$ cat config.mk
export PLATFORM = sky130hd
export DESIGN_NAME = gpio_edge_port
export DESIGN_NICKNAME = d
export VERILOG_FILES = /design/src/rtl/gpio_edge_pkg.sv /design/src/rtl/gpio_sync.sv /design/src/rtl/gpio_event.sv /design/src/rtl/gpio_regs.sv /design/src/rtl/gpio_edge_port.sv
export SDC_FILE = /design/constraint.sdc
export NUM_CORES = 1
export LEC_CHECK = 0
export BUFFER_PORTS_ARGS = -buffer_cell sky130_fd_sc_hd__buf_2
export CAP_MARGIN = 20
export CORE_MARGIN = 2
export CORE_UTILIZATION = 49
export DETAILED_ROUTE_END_ITERATION = 10
export PLACE_DENSITY = 0.87
export SYNTH_ARGS = -nofsm -noshare
export SYNTH_HDL_FRONTEND = slang
export SYNTH_SLANG_ARGS = --single-unit
$ cat constraint.sdc
create_clock -name clk_i -period 1.55 [get_ports clk_i]
set_input_delay 0.31 -clock clk_i [delete_from_list [all_inputs] [get_ports clk_i]]
set_output_delay 0.31 -clock clk_i [all_outputs]
set_load 0.05 [all_outputs]
$ cat src/rtl/gpio_edge_pkg.sv
package gpio_edge_pkg;
  typedef enum logic [1:0] {
    TRIG_RISE  = 2'd0,
    TRIG_FALL  = 2'd1,
    TRIG_BOTH  = 2'd2,
    TRIG_LEVEL = 2'd3
  } trig_e;

  localparam int unsigned REG_W    = 32;
  localparam int unsigned IDX_DATA = 0;
  localparam int unsigned IDX_DIR  = 1;
  localparam int unsigned IDX_MASK = 2;
  localparam int unsigned IDX_CAP  = 3;
  localparam int unsigned N_REGS   = 4;
endpackage

$ cat src/rtl/gpio_sync.sv
module gpio_sync #(
  parameter int unsigned W      = 8,
  parameter int unsigned STAGES = 2
) (
  input  logic         clk_i,
  input  logic         rst_ni,
  input  logic [W-1:0] d_i,
  output logic [W-1:0] q_o
);
  logic [W-1:0] stg_q [STAGES];

  always_ff @(posedge clk_i or negedge rst_ni) begin
    if (!rst_ni) begin
      for (int s = 0; s < STAGES; s++) stg_q[s] <= '0;
    end else begin
      stg_q[0] <= d_i;
      for (int s = 1; s < STAGES; s++) stg_q[s] <= stg_q[s-1];
    end
  end

  assign q_o = stg_q[STAGES-1];
endmodule

$ cat src/rtl/gpio_event.sv
module gpio_event
  import gpio_edge_pkg::*;
#(
  parameter int unsigned W    = 8,
  parameter trig_e       TRIG = TRIG_RISE
) (
  input  logic         clk_i,
  input  logic         rst_ni,
  input  logic [W-1:0] lvl_i,
  input  logic [W-1:0] clr_i,
  output logic [W-1:0] cap_o
);
  if (TRIG == TRIG_LEVEL) begin : g_level
    // no capture state in level mode
    logic unused_lvl;
    assign unused_lvl = ^{clk_i, rst_ni, lvl_i, clr_i};
    assign cap_o      = '0;
  end else begin : g_edge
    logic [W-1:0] prev_q, cap_q, evt;

    if (TRIG == TRIG_RISE) begin : g_rise
      assign evt = lvl_i & ~prev_q;
    end else if (TRIG == TRIG_FALL) begin : g_fall
      assign evt = ~lvl_i & prev_q;
    end else begin : g_both
      assign evt = lvl_i ^ prev_q;
    end

    always_ff @(posedge clk_i or negedge rst_ni) begin
      if (!rst_ni) begin
        prev_q <= '0;
        cap_q  <= '0;
      end else begin
        prev_q <= lvl_i;
        // new event wins over a same-cycle clear
        cap_q  <= (cap_q & ~clr_i) | evt;
      end
    end

    assign cap_o = cap_q;
  end
endmodule

$ cat src/rtl/gpio_regs.sv
module gpio_regs
  import gpio_edge_pkg::*;
#(
  parameter int unsigned W  = 8,
  parameter int unsigned AW = 4
) (
  input  logic             clk_i,
  input  logic             rst_ni,
  input  logic             req_i,
  input  logic             we_i,
  input  logic [AW-1:0]    addr_i,
  input  logic [REG_W-1:0] wdata_i,
  output logic [REG_W-1:0] rdata_o,
  input  logic [W-1:0]     lvl_i,
  input  logic [W-1:0]     cap_i,
  output logic [W-1:0]     dout_o,
  output logic [W-1:0]     dir_o,
  output logic [W-1:0]     mask_o,
  output logic [W-1:0]     clr_o
);
  localparam int unsigned IW = AW - 2;

  logic [IW-1:0] idx;
  logic          wr_data, wr_dir, wr_mask, wr_cap;
  logic [W-1:0]  dout_q, dir_q, mask_q;

  assign idx     = addr_i[AW-1:2];
  assign wr_data = req_i & we_i & (idx == IW'(IDX_DATA));
  assign wr_dir  = req_i & we_i & (idx == IW'(IDX_DIR));
  assign wr_mask = req_i & we_i & (idx == IW'(IDX_MASK));
  assign wr_cap  = req_i & we_i & (idx == IW'(IDX_CAP));

  logic unused_lo;
  assign unused_lo = ^addr_i[1:0];

  if (W < REG_W) begin : g_pad
    logic unused_hi;
    assign unused_hi = ^wdata_i[REG_W-1:W];
  end

  always_ff @(posedge clk_i or negedge rst_ni) begin
    if (!rst_ni) begin
      dout_q <= '0;
      dir_q  <= '0;
      mask_q <= '0;
    end else begin
      if (wr_data) dout_q <= wdata_i[W-1:0];
      if (wr_dir)  dir_q  <= wdata_i[W-1:0];
      if (wr_mask) mask_q <= wdata_i[W-1:0];
    end
  end

  assign clr_o = wr_cap ? wdata_i[W-1:0] : '0;

  always_comb begin
    rdata_o = '0;
    if (req_i && !we_i) begin
      if (idx == IW'(IDX_DATA))      rdata_o = REG_W'(lvl_i);
      else if (idx == IW'(IDX_DIR))  rdata_o = REG_W'(dir_q);
      else if (idx == IW'(IDX_MASK)) rdata_o = REG_W'(mask_q);
      else if (idx == IW'(IDX_CAP))  rdata_o = REG_W'(cap_i);
    end
  end

  assign dout_o = dout_q;
  assign dir_o  = dir_q;
  assign mask_o = mask_q;
endmodule

$ cat src/rtl/gpio_edge_port.sv
module gpio_edge_port
  import gpio_edge_pkg::*;
#(
  parameter int unsigned N_PINS = 32,
  parameter int unsigned ADDR_W = 4,
  parameter trig_e       TRIG   = TRIG_RISE
) (
  input  logic              clk_i,
  input  logic              rst_ni,
  input  logic              req_i,
  input  logic              we_i,
  input  logic [ADDR_W-1:0] addr_i,
  input  logic [31:0]       wdata_i,
  output logic [31:0]       rdata_o,
  input  logic [N_PINS-1:0] pin_i,
  output logic [N_PINS-1:0] pin_o,
  output logic [N_PINS-1:0] pin_oe_o,
  output logic              irq_o
);
  if (N_PINS == 0 || N_PINS > REG_W) begin : g_bad_width
    $error("N_PINS must be 1..32");
  end
  if (ADDR_W < 4) begin : g_bad_addr
    $error("ADDR_W must cover four words");
  end

  logic [N_PINS-1:0] lvl_w, cap_w, clr_w, mask_w, dout_w, dir_w;

  gpio_sync #(.W(N_PINS), .STAGES(2)) u_sync (
    .clk_i (clk_i),
    .rst_ni(rst_ni),
    .d_i   (pin_i),
    .q_o   (lvl_w)
  );

  gpio_event #(.W(N_PINS), .TRIG(TRIG)) u_event (
    .clk_i (clk_i),
    .rst_ni(rst_ni),
    .lvl_i (lvl_w),
    .clr_i (clr_w),
    .cap_o (cap_w)
  );

  gpio_regs #(.W(N_PINS), .AW(ADDR_W)) u_regs (
    .clk_i  (clk_i),
    .rst_ni (rst_ni),
    .req_i  (req_i),
    .we_i   (we_i),
    .addr_i (addr_i),
    .wdata_i(wdata_i),
    .rdata_o(rdata_o),
    .lvl_i  (lvl_w),
    .cap_i  (cap_w),
    .dout_o (dout_w),
    .dir_o  (dir_w),
    .mask_o (mask_w),
    .clr_o  (clr_w)
  );

  if (TRIG == TRIG_LEVEL) begin : g_irq_level
    assign irq_o = |(lvl_w & mask_w);
  end else begin : g_irq_edge
    assign irq_o = |(cap_w & mask_w);
  end

  assign pin_o    = dout_w;
  assign pin_oe_o = dir_w;
endmodule

==> results_dict.tcl <==
set metrics [dict create \
    clock-skew-final_ns 0.02244 \
    worst_slack_ns -0.7684 \
    crit_path_cell_trace "a22oi_2, nand4_1, or4_4, buf_8" \
    die-width_um 135.6 \
    drive_gt1_share_pct 60.36 \
    yosys_warnings 0 \
    grt_pass1_vias 6390 \
    outcome "finished with violations" \
    fillers 985 \
    min_path_type "primary input to flop" \
    dr_total_vias 5811 \
    ys_seq_elements 224 \
    die_height_um 135.6 \
    vdd.ir_drop.worst_v 0.001151 \
    ff2ff_setup_slack_ns 0.53 \
    final.setup.tns_ns -18.50 \
    clk_pin_slew_ns 0.06 \
    clock_tree_from_tritoncts "done" \
    remaining_max_slew_budget_at_the_tightest_pin_pct 70.62 \
    placeableCoreArea_um2 17120 \
    clock-root-buffer "clkbuf_16" \
    slowest_delay_ns 0.54 \
    slew_violations 0 \
    path_max_fanout 2 \
    synth.cell_area_um2 8488 \
    tritoncts.num_buffers 24 \
    min_delay_worst_endpoint "u_regs.mask_o[4]$_DFFE_PN0P_" \
    placementRows 48 \
    pwr_density_cell_nw_per_um2 1422 \
    finalInstanceArea_um2 12390 \
    nets_finish 899 \
    worst_skew_pair.late_latency_ns 0.52 \
    synthesis.instances 531 \
    cp_data_arrival_time_ns 2.01 \
    setup_repair_after_global_routing_missed_its_margin "yes" \
    grt_start_max_net_pins 52 \
    synth_top_area_cell "dfrtp_1" \
    worstHoldStart "wdata_i[4]" \
    clock_sinks 224 \
    remaining_drc_errors 0 \
    worst_path_dominant_cell_family "simple AND/OR/NAND/NOR gates" \
    area_growth_syn_to_layout_pct 45.92 \
    worst_r2r_endpoint "u_regs.mask_o[6]$_DFFE_PN0P_" \
    synth_cell_type_count 19 \
    worst_path_max_delay_cell "or4_4" \
    grt_remaining_overflow 0 \
    cell_depth_of_the_worst_min_delay_path 2 \
    critPathCaptureType "output pin" \
    maximum_buffer_depth_of_the_clock_tree 3 \
    ys_seq_area_share_pct 66.04 \
    cts.htree.levels 1 \
    synthDominantCellAreaShare_pct 66.04 \
    design.portCount 169 \
    drt-initial-drc-count 235 \
    place_hpwl_um 14220 \
    critical_path_buf_inv_count 1 \
    io_buffer_count 166 \
    grt_first_pass_wirelength_um 36250 \
    post_dp_cell_area_um2 10630 \
    worst_pin_slew_ns 0.4406 \
    antenna_found_initial 1 \
    average_detailed_routed_wire_length_per_instance_um 21.88 \
    period_share_pct 149.6 \
    report.final.setup_viol 33 \
    synth_nets 603 \
    synthTopCellsByArea "dfrtp_1, mux2_2, mux4_2" \
    totalPowerFinal_mw 17.62 \
    post_drt_via_cell_ratio 5.426 \
    worstReg2RegStart "u_regs.mask_o[6]$_DFFE_PN0P_" \
    maxCapViolations 0 \
    rr_worst_depth 3 \
    finalWirelength_um 23440 \
    failing_checks "setup timing" \
    max_clock_freq_mhz 431.3 \
    crit_path_start_kind "flop" \
    required_ns 1.24 \
    floorplan.die_area_um2 18390 \
    start_util_pct 49.59 \
    ant_nets 0 \
    critPathKind "flop to output pin" \
    globalplace.congestion 0.8106 \
    leakagePower_nw 5.747 \
    grt_util_all_layers_pct 25.82 \
    final-hold-violation-count 0 \
    final_period_minus_worst_setup_slack_ns 2.318 \
    drt_pre_antenna_iters 5 \
    synthesis.area_per_instance_um2 15.99 \
]
## stage by stage
stage / hold WS (ns) / util, % / std cells / setup slack (ns)
after floorplan: 0.01441 / - / 531 / -0.03894
after global placement: 0.2536 / 62.08 / 985 / -0.3111
after detailed placement: 0.2596 / 62.08 / 985 / -0.3517
after CTS: 0.05841 / 71.64 / 1065 / -0.7491
after global routing: 0.06400 / 72.36 / 1071 / -0.8095
final: 0.07152 / 72.36 / 1071 / -0.7684
## layout make-up
| class | count | area [µm²] | share of cell area, % |
|---|---|---|---|
| clock buffers | 33 | 694.4 | 5.607 |
| clock inverters | 11 | 136.4 | 1.101 |
| flip-flops and latches | 224 | 5644 | 45.57 |
| inverters | 32 | 120.1 | 0.9698 |
| repair buffers | 294 | 2569 | 20.74 |
| well taps | 225 | 281.5 | 2.273 |
| diodes | 1 | 2.502 | 0.02020 |
| multi-input cells | 251 | 2938 | 23.72 |
## timing repair
action,CTS,global route
pin swaps,6,4
hold buffers,33,0
endpoints found under the setup margin,37,33
hold endpoints to repair,75,0
gates resized for setup,129,32
setup buffers,7,17
## power breakdown
group          switching [mW]  internal (mW)
clock network            2.40           3.51
registers               0.558           6.62
logic                    2.62           1.91
## layer usage
| metal | part of all wire [%] | vias up | global-route usage [%] |
|---|---|---|---|
| met5 | 0 | - | 0 |
| met4 | 2.9 | 0 | 7.350 |
| met3 | 5.7 | 64 | 4.115 |
| met2 | 53 | 235 | 45.79 |
| met1 | 38 | 3019 | 33.03 |
| li1 | - | 2493 | - |
## Yosys cell counts (all sizes together)
| cell type | instances |
|---|---|
| a22o | 32 |
| a22oi | 16 |
| and4 | 1 |
| buf | 21 |
| clkbuf | 3 |
| dfrtp | 224 |
| inv | 32 |
| mux2 | 96 |
| mux4 | 32 |
| nand2 | 33 |
| nand2b | 1 |
| nand4 | 4 |
| nand4b | 2 |
| nor2b | 32 |
| nor3 | 1 |
| or4 | 1 |
## registers in the layout, summed over array words and instances (netlist names)
register               cells
u_regs.dout_o             32
u_sync.stg_q              32
u_event.g_edge.prev_q     32
u_regs.dir_o              32
u_sync.q_o                32
u_regs.mask_o             32
u_event.cap_o             32
## logic make-up after synthesis
group	after synthesis	share of synthesized area, %
AOI/OAI and AO/OA	48	4.717
buffers and inverters	56	3.169
DFF	224	66.04
muxes	128	21.23
and+or+nand+nor	75	4.850
## cells in the final DEF (no fill, tap or decap), types with 24 or more instances in the layout
master / synthesis / routed
a22o_1: 32 / 32
inv_1: 32 / 32
dfrtp_1: 224 / 193
buf_4: 3 / 34
nand2_1: 33 / 33
dfrtp_2: 0 / 31
mux2_2: 94 / 94
buf_6: 4 / 61
mux4_2: 32 / 32
dlygate4sd3_1: 0 / 33
buf_2: 14 / 128
nor2b_4: 0 / 32
clkbuf_16: 0 / 24
## worst max-delay path by stage
stage / startpoint / endpoint / slack [ns] / cells past startpoint
floorplan: u_regs.mask_o[12]$_DFFE_PN0P_ / irq_o / -0.04 / 3
global placement: u_event.cap_o[19]$_DFF_PN0_ / irq_o / -0.31 / 4
detailed placement: addr_i[2] / rdata_o[17] / -0.35 / 5
CTS: u_regs.mask_o[12]$_DFFE_PN0P_ / irq_o / -0.75 / 4
global route: u_regs.mask_o[24]$_DFFE_PN0P_ / irq_o / -0.81 / 4
finish: u_regs.mask_o[18]$_DFFE_PN0P_ / irq_o / -0.77 / 4
Power figures use the tool's default switching activity.
